### src/rtl/psram_lowpower_ctrl.sv
module psram_lowpower_ctrl #(
  parameter int          CLK_MHZ   = 200,
  parameter int          QUAL_US   = 10,
  parameter int          INIT_US   = 150,
  parameter int          SEL_BIT   = 4,
  parameter logic [15:0] CFG_RESET = 16'h0010
) (
  input  logic        clk,
  input  logic        rst,
  input  logic        sleep_n,
  input  logic        cfg_wr_en,
  input  logic [15:0] cfg_wr_data,
  output logic [15:0] cfg_q,
  input  logic        cmd_rd,
  input  logic        cmd_wr,
  output logic        rd_go,
  output logic        wr_go,
  input  logic        refresh_req,
  output logic        refresh_go,
  output logic        ready,
  output logic        busy,
  output logic        in_dpd,
  output logic        in_par,
  output logic        data_invalid
);
  localparam int QUAL_CYC = CLK_MHZ * QUAL_US;
  localparam int INIT_CYC = CLK_MHZ * INIT_US;
  localparam int MAX_CYC  = (INIT_CYC > QUAL_CYC) ? INIT_CYC : QUAL_CYC;
  localparam int CNT_W    = $clog2(MAX_CYC + 1);

  typedef enum logic [2:0] {ST_RUN, ST_QUAL, ST_PAR, ST_DPD, ST_INIT} mode_t;

  mode_t             st;
  logic [CNT_W-1:0]  cnt;
  logic [15:0]       cfg;
  logic              lost;

  always_ff @(posedge clk) begin
    if (rst) begin
      st  <= ST_RUN;
      cnt <= '0;
    end else begin
      case (st)
        ST_RUN: if (!sleep_n) begin
          if (cfg[SEL_BIT]) st <= ST_PAR;
          else begin
            st  <= ST_QUAL;
            cnt <= CNT_W'(1);
          end
        end
        ST_QUAL: if (sleep_n) begin
          st  <= ST_RUN;
          cnt <= '0;
        end else if (cnt == CNT_W'(QUAL_CYC)) begin
          st  <= ST_DPD;
          cnt <= '0;
        end else cnt <= cnt + 1'b1;
        ST_PAR: if (sleep_n) st <= ST_RUN;
        ST_DPD: if (sleep_n) begin
          st  <= ST_INIT;
          cnt <= '0;
        end
        ST_INIT: if (cnt == CNT_W'(INIT_CYC - 1)) begin
          st  <= ST_RUN;
          cnt <= '0;
        end else cnt <= cnt + 1'b1;
        default: st <= ST_RUN;
      endcase
    end
  end

  always_ff @(posedge clk) begin
    if (rst)                        cfg <= CFG_RESET;
    else if (cfg_wr_en && ready)    cfg <= cfg_wr_data;
  end

  always_ff @(posedge clk) begin
    if (rst)                        lost <= 1'b0;
    else if (st == ST_DPD)          lost <= 1'b1;
    else if (st == ST_QUAL && !sleep_n && cnt == CNT_W'(QUAL_CYC)) lost <= 1'b1;
    else if (wr_go)                 lost <= 1'b0;
  end

  assign ready        = (st == ST_RUN);
  assign busy         = (st == ST_INIT);
  assign in_dpd       = (st == ST_DPD);
  assign in_par       = (st == ST_PAR);
  assign rd_go        = cmd_rd & ready;
  assign wr_go        = cmd_wr & ready;
  assign refresh_go   = refresh_req & ~in_dpd;
  assign cfg_q        = cfg;
  assign data_invalid = lost;
endmodule

### config.mk
export PLATFORM = sky130hd
export DESIGN_NAME = psram_lowpower_ctrl
export DESIGN_NICKNAME = d
export VERILOG_FILES = /design/src/rtl/psram_lowpower_ctrl.sv
export SDC_FILE = /design/constraint.sdc
export NUM_CORES = 1
export LEC_CHECK = 0
export CAP_MARGIN = 20
export CORE_AREA = 2 2 60 62
export CTS_BUF_LIST = sky130_fd_sc_hd__clkbuf_2 sky130_fd_sc_hd__clkbuf_4 sky130_fd_sc_hd__clkbuf_8
export CTS_CLUSTER_DIAMETER = 80
export DETAILED_ROUTE_END_ITERATION = 7
export DIE_AREA = 0 0 62 64
export PLACE_DENSITY_LB_ADDON = 0.1
export SLEW_MARGIN = 30
export SYNTH_ARGS = -nofsm -noshare
export SYNTH_HDL_FRONTEND = slang
export SYNTH_SLANG_ARGS = --single-unit
### constraint.sdc
create_clock -name clk -period 3.7 [get_ports clk]
set_input_delay 0.555 -clock clk [delete_from_list [all_inputs] [get_ports clk]]
set_output_delay 0.555 -clock clk [all_outputs]
set_load 0.05 [all_outputs]
==> results of run 1 <==
Yosys cell counts, drive strengths merged, types with 2 or more instances:
library cell | instances | area share, %
nor2b | 3 | 1.1
clkbuf | 3 | 0.68
a211oi | 2 | 1.2
nor3b | 2 | 0.90
and2 | 4 | 1.5
nor3 | 2 | 0.60
a21oi | 22 | 6.6
xor2 | 11 | 5.8
nand2 | 40 | 9.0
and4 | 2 | 1.1
a22oi | 2 | 0.90
nand4 | 7 | 2.6
nor2 | 23 | 5.2
buf | 3 | 1.4
dfxtp | 35 | 42
inv | 6 | 1.4
ha | 3 | 2.3
nand4bb | 2 | 1.4
nand2b | 2 | 0.75
and3 | 3 | 1.1
nand3 | 4 | 1.2
worst max-delay path by stage:
| stage | start | endpoint | slack [ns] | cells after the start |
|---|---|---|---|---|
| after global routing | st[1] | wr_go | 0.50 | 4 |
| after detailed placement | sleep_n | cnt[5] | 1.02 | 6 |
| after global placement | sleep_n | cnt[2] | 1.09 | 6 |
| after floorplan | st[1] | rd_go | 0.82 | 2 |
| after CTS | st[1] | wr_go | 0.67 | 4 |
| final | st[1] | wr_go | 0.71 | 4 |
metal layers:
metal  wire [um]  vias to the layer above  share of wire [%]  track usage, %
li1            -                      787                  -               -
met1        1707                      705                 45           24.84
met2        1778                       53                 47           33.72
met3         272                        8                7.1           6.275
met4          50                        0                1.3           6.383
met5           0                        -                  0               0
kinds of logic after synthesis:
family | after synthesis | share of synthesized area [%]
adders and majority gates | 3 | 2.252
and+or+nand+nor | 101 | 30.11
xor gates and xnor gates | 12 | 6.306
DFF | 35 | 42.04
buffers and inverters | 12 | 3.453
AOI/OAI and AO/OA | 36 | 15.84
registers in the layout (all words and copies together) (netlist names):
register      count
cfg_q            16
cnt              15
st                3
data_invalid      1
cell type report:
class	count	area (sq um)	area share, %
multi-input combinational	152	908.4	40.63
inverter	6	22.52	1.007
clock inverter	2	35.03	1.567
clock buffer	6	51.30	2.294
sequential	35	700.7	31.34
tap	46	57.56	2.574
timing repair buffer	46	460.4	20.59
report_power, final:
part	switching [mW]	internal [mW]	total (mW)
Clock	0.133	0.160	0.293
Sequential	0.0441	0.425	0.469
Combinational	0.408	0.205	0.613
worst max-delay path, delay by kind of cell (launching register included):
| family | cells | cell delay, ns |
|---|---|---|
| buf+inv | 2 | 0.88 |
| simple gates | 2 | 0.82 |
| flops | 1 | 0.38 |
metrics by stage:
stage	setup WS (ns)	instance area [sq um]
after floorplan	0.8219	1667
after global placement	1.085	2150
after detailed placement	1.016	2150
after CTS	0.6707	2236
after global routing	0.4975	2236
final	0.7148	2236
==> results.rst, run 1 <==
.. list-table::
   :header-rows: 1

   * - Metric
     - Value
   * - Setup slack on the worst flop-to-flop path
     - 1.42 ns
   * - Clock transition at the register clock pins on the worst setup and hold paths after CTS
     - 0.11 ns
   * - Total leakage power
     - 0.8140 nW
   * - Worst max-slew margin expressed relative to the limit
     - 42.52%
   * - Number of register bits inferred by synthesis
     - 35
   * - Total of hold buffers inserted after clock tree synthesis
     - 0
   * - Arr. time, crit path
     - 2.43 ns
   * - Setup repair after global routing missed its margin
     - no
   * - # resized after CTS
     - 0
   * - Standard cell core area
     - 3284 sq um
   * - Leading register cell type out of synthesis
     - sky130_fd_sc_hd__dfxtp_1
   * - FF-to-FF Start
     - cnt[1]
   * - Post-CTS Setup Inserts
     - 0
   * - Worst Hold Path Cells
     - 2
   * - Total CTS buffers
     - 5
   * - First-pass GRT wire length
     - between 6000 and 7000 um
   * - Proportion of synthesized chip area in sequential cells
     - 42.04%
   * - Clock latency at the later pin of the worst-skew pair
     - around 0.34 ns
   * - DIE WIDTH
     - between 60 and 70 um
   * - Pin count of the biggest net entering global routing
     - 24
   * - Max Clk Rate
     - 335.0 MHz
   * - Cells along the critical path
     - nor3_1 > nand2_1 > inv_1 > clkdlybuf4s50_1
   * - H-tree depth reported by CTS
     - 2
   * - Max Transition Viols Final
     - 0
   * - Crit Reg-Reg Endpoint
     - cnt[14]
   * - Worst Setup Path Type
     - flip-flop to output pin
   * - Worst voltage drop across the vdd grid
     - 0.3537 mV
   * - Net count of the finished layout
     - 272
   * - Finish-stage setup viols
     - 0
   * - Port Buffers
     - 46
   * - Cell total after placement
     - 285
   * - Root Buffer
     - sky130_fd_sc_hd__clkbuf_4
   * - Number of remaining DRC errors
     - 0
   * - Longest Clk Path Bufs
     - 2
   * - Tcrit/Tclk final
     - between 80 and 90%
   * - Syn avg cell area
     - roughly 8.4 sq um
   * - Number of iterations in the first detailed-routing pass
     - 4
   * - Tightest Hold Check Type
     - flip-flop to flip-flop
   * - Overall via count from detail_route
     - 1553
   * - Routed Antenna Nets
     - 0
   * - Final Routed Wirelength
     - 3808 um
   * - Count of maximum capacitance violations
     - 0
   * - Number of nets produced by synthesis
     - 225
   * - Distinct cells, synth
     - 42
   * - Sum Neg Setup Slack
     - 0 ns
   * - Worst clock skew on the final layout
     - between 0.015 and 0.02 ns
   * - Hold Startpoint
     - cfg_q[11]
   * - CP max FO
     - 8
   * - Critical Path Slowest Stage Cell
     - sky130_fd_sc_hd__clkdlybuf4s50_1
   * - Measured slew at the worst slew-check pin
     - 0.8594 ns
   * - Vias per cell
     - 5.300
   * - Setup crit start kind
     - flip-flop
   * - Category of the worst setup path capture point
     - output pin
   * - Post-layout instance count excluding filler cells
     - 293
   * - Count of filler cells inserted in the layout
     - 293
   * - Number of top-level pins
     - 47
   * - Async set-reset flop share out of synthesis
     - 0%
   * - TritonCTS clock tree
     - yes
   * - CTS Sinks
     - 35
   * - Post-Synthesis Cells
     - 199
   * - Most frequent standard cell in the layout excluding fill and tap cells
     - sky130_fd_sc_hd__clkdlybuf4s50_1
   * - CP max stage delay
     - 0.80 ns
   * - Final GP Congestion
     - ~0.78
   * - End-of-flow core utilization
     - 68.08%
   * - Global routing usage summed across all routing layers
     - between 20% and 30%
   * - Summed instance area of the synthesized netlist
     - 1667 sq um
   * - Die Area
     - 3968 sq um
   * - Number of antenna violations at the first check in global routing
     - 0
   * - Proportion of layout cells with a drive suffix above 1
     - 5.668%
   * - Power density of the placed cells
     - 614.7 nW/um^2
   * - Post-DR wirelength/cell
     - 13.00 um
   * - Post-layout min period
     - 2.985 ns
   * - Overflow left after global routing
     - 0
   * - FF-to-FF path depth
     - 6
   * - Warning count from the yosys run
     - 0
   * - Chip Height
     - 64 um
   * - EDFF count, synth
     - 0
   * - Final hold violation count
     - 0
   * - Leading cell types in the layout, fill and taps excluded
     - sky130_fd_sc_hd__clkdlybuf4s50_1, sky130_fd_sc_hd__nand2_1, sky130_fd_sc_hd__dfxtp_1, sky130_fd_sc_hd__nor2_1, sky130_fd_sc_hd__a21oi_1
   * - Tightest hold margin
     - 0.4613 ns
   * - Area grow syn2layout
     - 34.16%
   * - HPWL Detailed
     - about 2700 um
   * - Total power consumption of the routed design
     - 1.374 mW
   * - Via count of the first global-routing pass
     - 1420
   * - WP data required
     - 3.14 ns
   * - Diodes inserted
     - 0
   * - DRT iter0 DRCs
     - 113
   * - Number of placement rows
     - 21
   * - Result of the run
     - finished, final reports clean
   * - Hold Crit Endpoint
     - cfg_q[11]
   * - Starting Density
     - 50.74%
Note: power is estimated with default switching activity, not from simulation.
==> inputs of run 2 (changes only) <==
--- a/config.mk
+++ b/config.mk
@@ -6,11 +6,11 @@
 export NUM_CORES = 1
 export LEC_CHECK = 0
 export CAP_MARGIN = 20
-export CORE_AREA = 2 2 60 62
+export CORE_AREA = 2 2 65 67
 export CTS_BUF_LIST = sky130_fd_sc_hd__clkbuf_2 sky130_fd_sc_hd__clkbuf_4 sky130_fd_sc_hd__clkbuf_8
 export CTS_CLUSTER_DIAMETER = 80
 export DETAILED_ROUTE_END_ITERATION = 7
-export DIE_AREA = 0 0 62 64
+export DIE_AREA = 0 0 67 69
 export PLACE_DENSITY_LB_ADDON = 0.1
 export SLEW_MARGIN = 30
 export SYNTH_ARGS = -nofsm -noshare
==> constraint.sdc (replaced) <==
create_clock -name clk -period 2.6 [get_ports clk]
set_input_delay 0.39 -clock clk [delete_from_list [all_inputs] [get_ports clk]]
set_output_delay 0.39 -clock clk [all_outputs]
set_load 0.05 [all_outputs]
==> run 2 against run 1 <==
Sequential power up 41%. Largest cell class unchanged. Critical path depth down 1. Clock power up 36%. Sequential share of layout area down 1.1 points. Core utilization down 8.9 points. Die area up 17%. Register-to-register slack worse by 0.87 ns. Sequential cell count unchanged. Global-route usage down 2.0 points. Clock skew down 0.0083 ns.
==> results.rst, run 2 (same netlist as run 1, synthesis figures left out) <==
.. list-table::
   :header-rows: 1

   * - Metric
     - Value
   * - Result of the run
     - finished, final reports clean (unchanged)
   * - Count of maximum capacitance violations
     - 0 (unchanged)
   * - Number of cells on the critical path
     - 3 (was 4)
   * - Number of placement rows
     - 23 (was 21)
   * - Setup repair after global routing missed its margin
     - no (unchanged)
   * - Starting Density
     - 42.58% (was 50.74%)
   * - Count of filler cells inserted in the layout
     - 379 (was 293)
   * - FF-to-FF path depth
     - 6 (unchanged)
   * - TritonCTS clock tree
     - yes (unchanged)
   * - Clock transition at the register clock pins on the worst setup and hold paths after CTS
     - 0.07 ns (was 0.11 ns)
   * - Net count of the finished layout
     - 281 (was 272)
   * - Startpoint of the most critical setup path
     - st[1] (unchanged)
   * - Capture point of the critical path
     - rd_go (was wr_go)
   * - Crit Reg-Reg Endpoint
     - cnt[11] (was cnt[14])
   * - Setup slack on the worst flop-to-flop path
     - 0.55 ns (was 1.42 ns)
   * - Arr. time, crit path
     - 2.11 ns (was 2.43 ns)
   * - CTS Sinks
     - 35 (unchanged)
   * - Proportion of layout cells with a drive suffix above 1
     - 9.020% (was 5.668%)
   * - CP top delay family
     - buffers and inverters (unchanged)
   * - Worst voltage drop across the vdd grid
     - 0.3507 mV (was 0.3537 mV)
   * - Post-Place Worst Slack
     - 0.3491 ns (was 1.016 ns)
   * - Post-DR wirelength/cell
     - 13.07 um (was 13.00 um)
   * - Critical Path Slowest Stage Cell
     - sky130_fd_sc_hd__clkdlybuf4s50_1 (unchanged)
   * - Setup ws final
     - 0.1048 ns (was 0.7148 ns)
   * - Max Transition Viols Final
     - 0 (unchanged)
   * - Flip-flop count of the largest register, all copies and words added
     - 16 (unchanged)
   * - H-tree depth reported by CTS
     - 2 (unchanged)
   * - Power density of the placed cells
     - 859.6 nW/um^2 (was 614.7 nW/um^2)
   * - Number of remaining DRC errors
     - 0 (unchanged)
   * - Total CTS buffers
     - 5 (unchanged)
   * - Cells along the critical path
     - nor3_2 > and2_1 > clkdlybuf4s50_1 (was nor3_1 > nand2_1 > inv_1 > clkdlybuf4s50_1)
   * - Leading cell types in the layout, fill and taps excluded
     - sky130_fd_sc_hd__clkdlybuf4s50_1, sky130_fd_sc_hd__nand2_1, sky130_fd_sc_hd__dfxtp_1, sky130_fd_sc_hd__nor2_1, sky130_fd_sc_hd__a21oi_1 (unchanged)
   * - Number of iterations in the first detailed-routing pass
     - 4 (unchanged)
   * - Pin count of the biggest net entering global routing
     - 16 (was 24)
   * - Global routing usage summed across all routing layers
     - 18.46% (was 20.49%)
   * - Vias per cell
     - 5.023 (was 5.300)
   * - Overall via count from detail_route
     - 1532 (was 1553)
   * - Via count of the first global-routing pass
     - 1395 (was 1420)
   * - Root Buffer
     - sky130_fd_sc_hd__clkbuf_8 (was sky130_fd_sc_hd__clkbuf_4)
   * - Worst Setup Path Type
     - flip-flop to output pin (unchanged)
   * - Area grow syn2layout
     - 39.04% (was 34.16%)
   * - Standard cell core area
     - 3914 sq um (was 3284 sq um)
   * - Max Clk Rate
     - roughly 400 MHz
   * - WP data required
     - 2.21 ns (was 3.14 ns)
   * - Post-route standard cell area excluding fillers
     - 2317 sq um (was 2236 sq um)
   * - First-pass GRT wire length
     - 6596 um (was 6210 um)
   * - Most frequent standard cell in the layout excluding fill and tap cells
     - sky130_fd_sc_hd__clkdlybuf4s50_1 (unchanged)
   * - DRT iter0 DRCs
     - 94 (was 113)
   * - Measured slew at the worst slew-check pin
     - 0.5774 ns (was 0.8594 ns)
   * - Final hold violation count
     - 0 (unchanged)
   * - Total leakage power
     - 0.8735 nW (was 0.8140 nW)
   * - Overflow left after global routing
     - 0 (unchanged)
   * - CP max FO
     - 8 (unchanged)
   * - Hold Startpoint
     - cfg_q[14] (was cfg_q[11])
   * - Die Area
     - 4623 sq um (was 3968 sq um)
   * - Category of the worst setup path capture point
     - output pin (unchanged)
   * - Final GP Congestion
     - 0.8327 (was 0.7752)
   * - Combined buffer and inverter count along the critical path
     - 1 (was 2)
   * - Final Routed Wirelength
     - 3987 um (was 3808 um)
   * - Worst max-slew margin expressed relative to the limit
     - 61.15% (was 42.52%)
   * - Setup crit start kind
     - flip-flop (unchanged)
   * - DIE WIDTH
     - 67 um (was 62 um)
   * - Finish-stage setup viols
     - 0 (unchanged)
   * - HPWL Detailed
     - 2932 um (was 2710 um)
   * - Sum Neg Setup Slack
     - 0 ns (unchanged)
   * - Tightest Hold Check Type
     - flip-flop to flip-flop (unchanged)
   * - FF-to-FF Start
     - cnt[0] (was cnt[1])
   * - Clock latency at the later pin of the worst-skew pair
     - 0.29 ns (was 0.34 ns)
   * - Longest Clk Path Bufs
     - 2 (unchanged)
   * - Chip Height
     - 69 um (was 64 um)
   * - Total of hold buffers inserted after clock tree synthesis
     - 0 (unchanged)
   * - Tightest hold margin
     - 0.4512 ns (was 0.4613 ns)
   * - Port Buffers
     - 46 (unchanged)
   * - Number of top-level pins
     - 47 (unchanged)
   * - End-of-flow core utilization
     - 59.21% (was 68.08%)
   * - Routed Antenna Nets
     - 0 (unchanged)
   * - Diodes inserted
     - 0 (unchanged)
   * - Placed Area
     - 2227 sq um (was 2150 sq um)
   * - Post-layout min period
     - 2.495 ns
   * - CP max stage delay
     - 0.79 ns (was 0.80 ns)
   * - Number of antenna violations at the first check in global routing
     - 0 (unchanged)
   * - Tcrit/Tclk final
     - 95.97%
   * - Worst clock skew on the final layout
     - 0.007141 ns (was 0.01540 ns)
## run 2: changes by cell type in the layout (fill, tap and decap cells not counted)
cell,before,now
sky130_fd_sc_hd__buf_4,0,9
sky130_fd_sc_hd__clkbuf_4,5,0
sky130_fd_sc_hd__clkbuf_8,1,6
sky130_fd_sc_hd__bufinv_16,1,0
sky130_fd_sc_hd__clkdlybuf4s50_1,46,45
sky130_fd_sc_hd__dlymetal6s2s_1,0,1
sky130_fd_sc_hd__nor3_1,2,1
sky130_fd_sc_hd__nor3_2,0,1
## run 2: report_power, final
group	total (mW)	internal (mW)	switching, mW	leakage, nW
Combinational	0.932	0.332	0.600	0.541
Sequential	0.660	0.605	0.0556	0.285
Clock	0.399	0.208	0.191	0.0470
Total	1.99	1.14	0.847	0.874
## run 2: through the flow
step	cells	power, mW
floorplan	199	1.306
global placement	298	1.605
detailed placement	298	1.612
CTS	305	2.014
global route	305	2.118
finish	305	1.992
## run 2: final cells by class
| cell class | count | area (sq um) | share of cell area, % |
|---|---|---|---|
| Clock buffer | 6 | 82.58 | 3.564 |
| Clock inverter | 1 | 5.005 | 0.2160 |
| Inverter | 6 | 22.52 | 0.9719 |
| Multi-Input combinational cell | 152 | 913.4 | 39.42 |
| Sequential cell | 35 | 700.7 | 30.24 |
| Tap cell | 50 | 62.56 | 2.700 |
| Timing Repair Buffer | 55 | 530.5 | 22.89 |
## run 2: repair_timing
item                                    4_1_cts  5_1_grt
hold endpoints to repair                      0        0
buffers inserted                              0        0
gates resized for setup                       0        1
endpoints found under the setup margin        0        1
## run 2: how the worst min path moves through the flow
stage / cells past startpoint / end
2_1_floorplan: 1 / st[0]
3_3_place_gp: 2 / cfg_q[0]
3_5_place_dp: 2 / cfg_q[12]
4_1_cts: 2 / cfg_q[12]
5_1_grt: 2 / cfg_q[12]
6_report: 2 / cfg_q[14]
## run 2: routing by layer
metal	routed length [um]	vias up	share of wire (%)	global-route usage, %
met5	0	-	0	0
met4	55	0	1.4	6.803
met3	249	5	6.2	5.710
met2	1783	37	45	27.50
met1	1899	687	48	24.80
li1	-	803	-	-
## run 2: worst min-delay path, cell delays in order (launching register included)
cell	delay [ns]
sky130_fd_sc_hd__dfxtp_1	0.31
sky130_fd_sc_hd__nand2_1	0.05
sky130_fd_sc_hd__a21oi_1	0.05
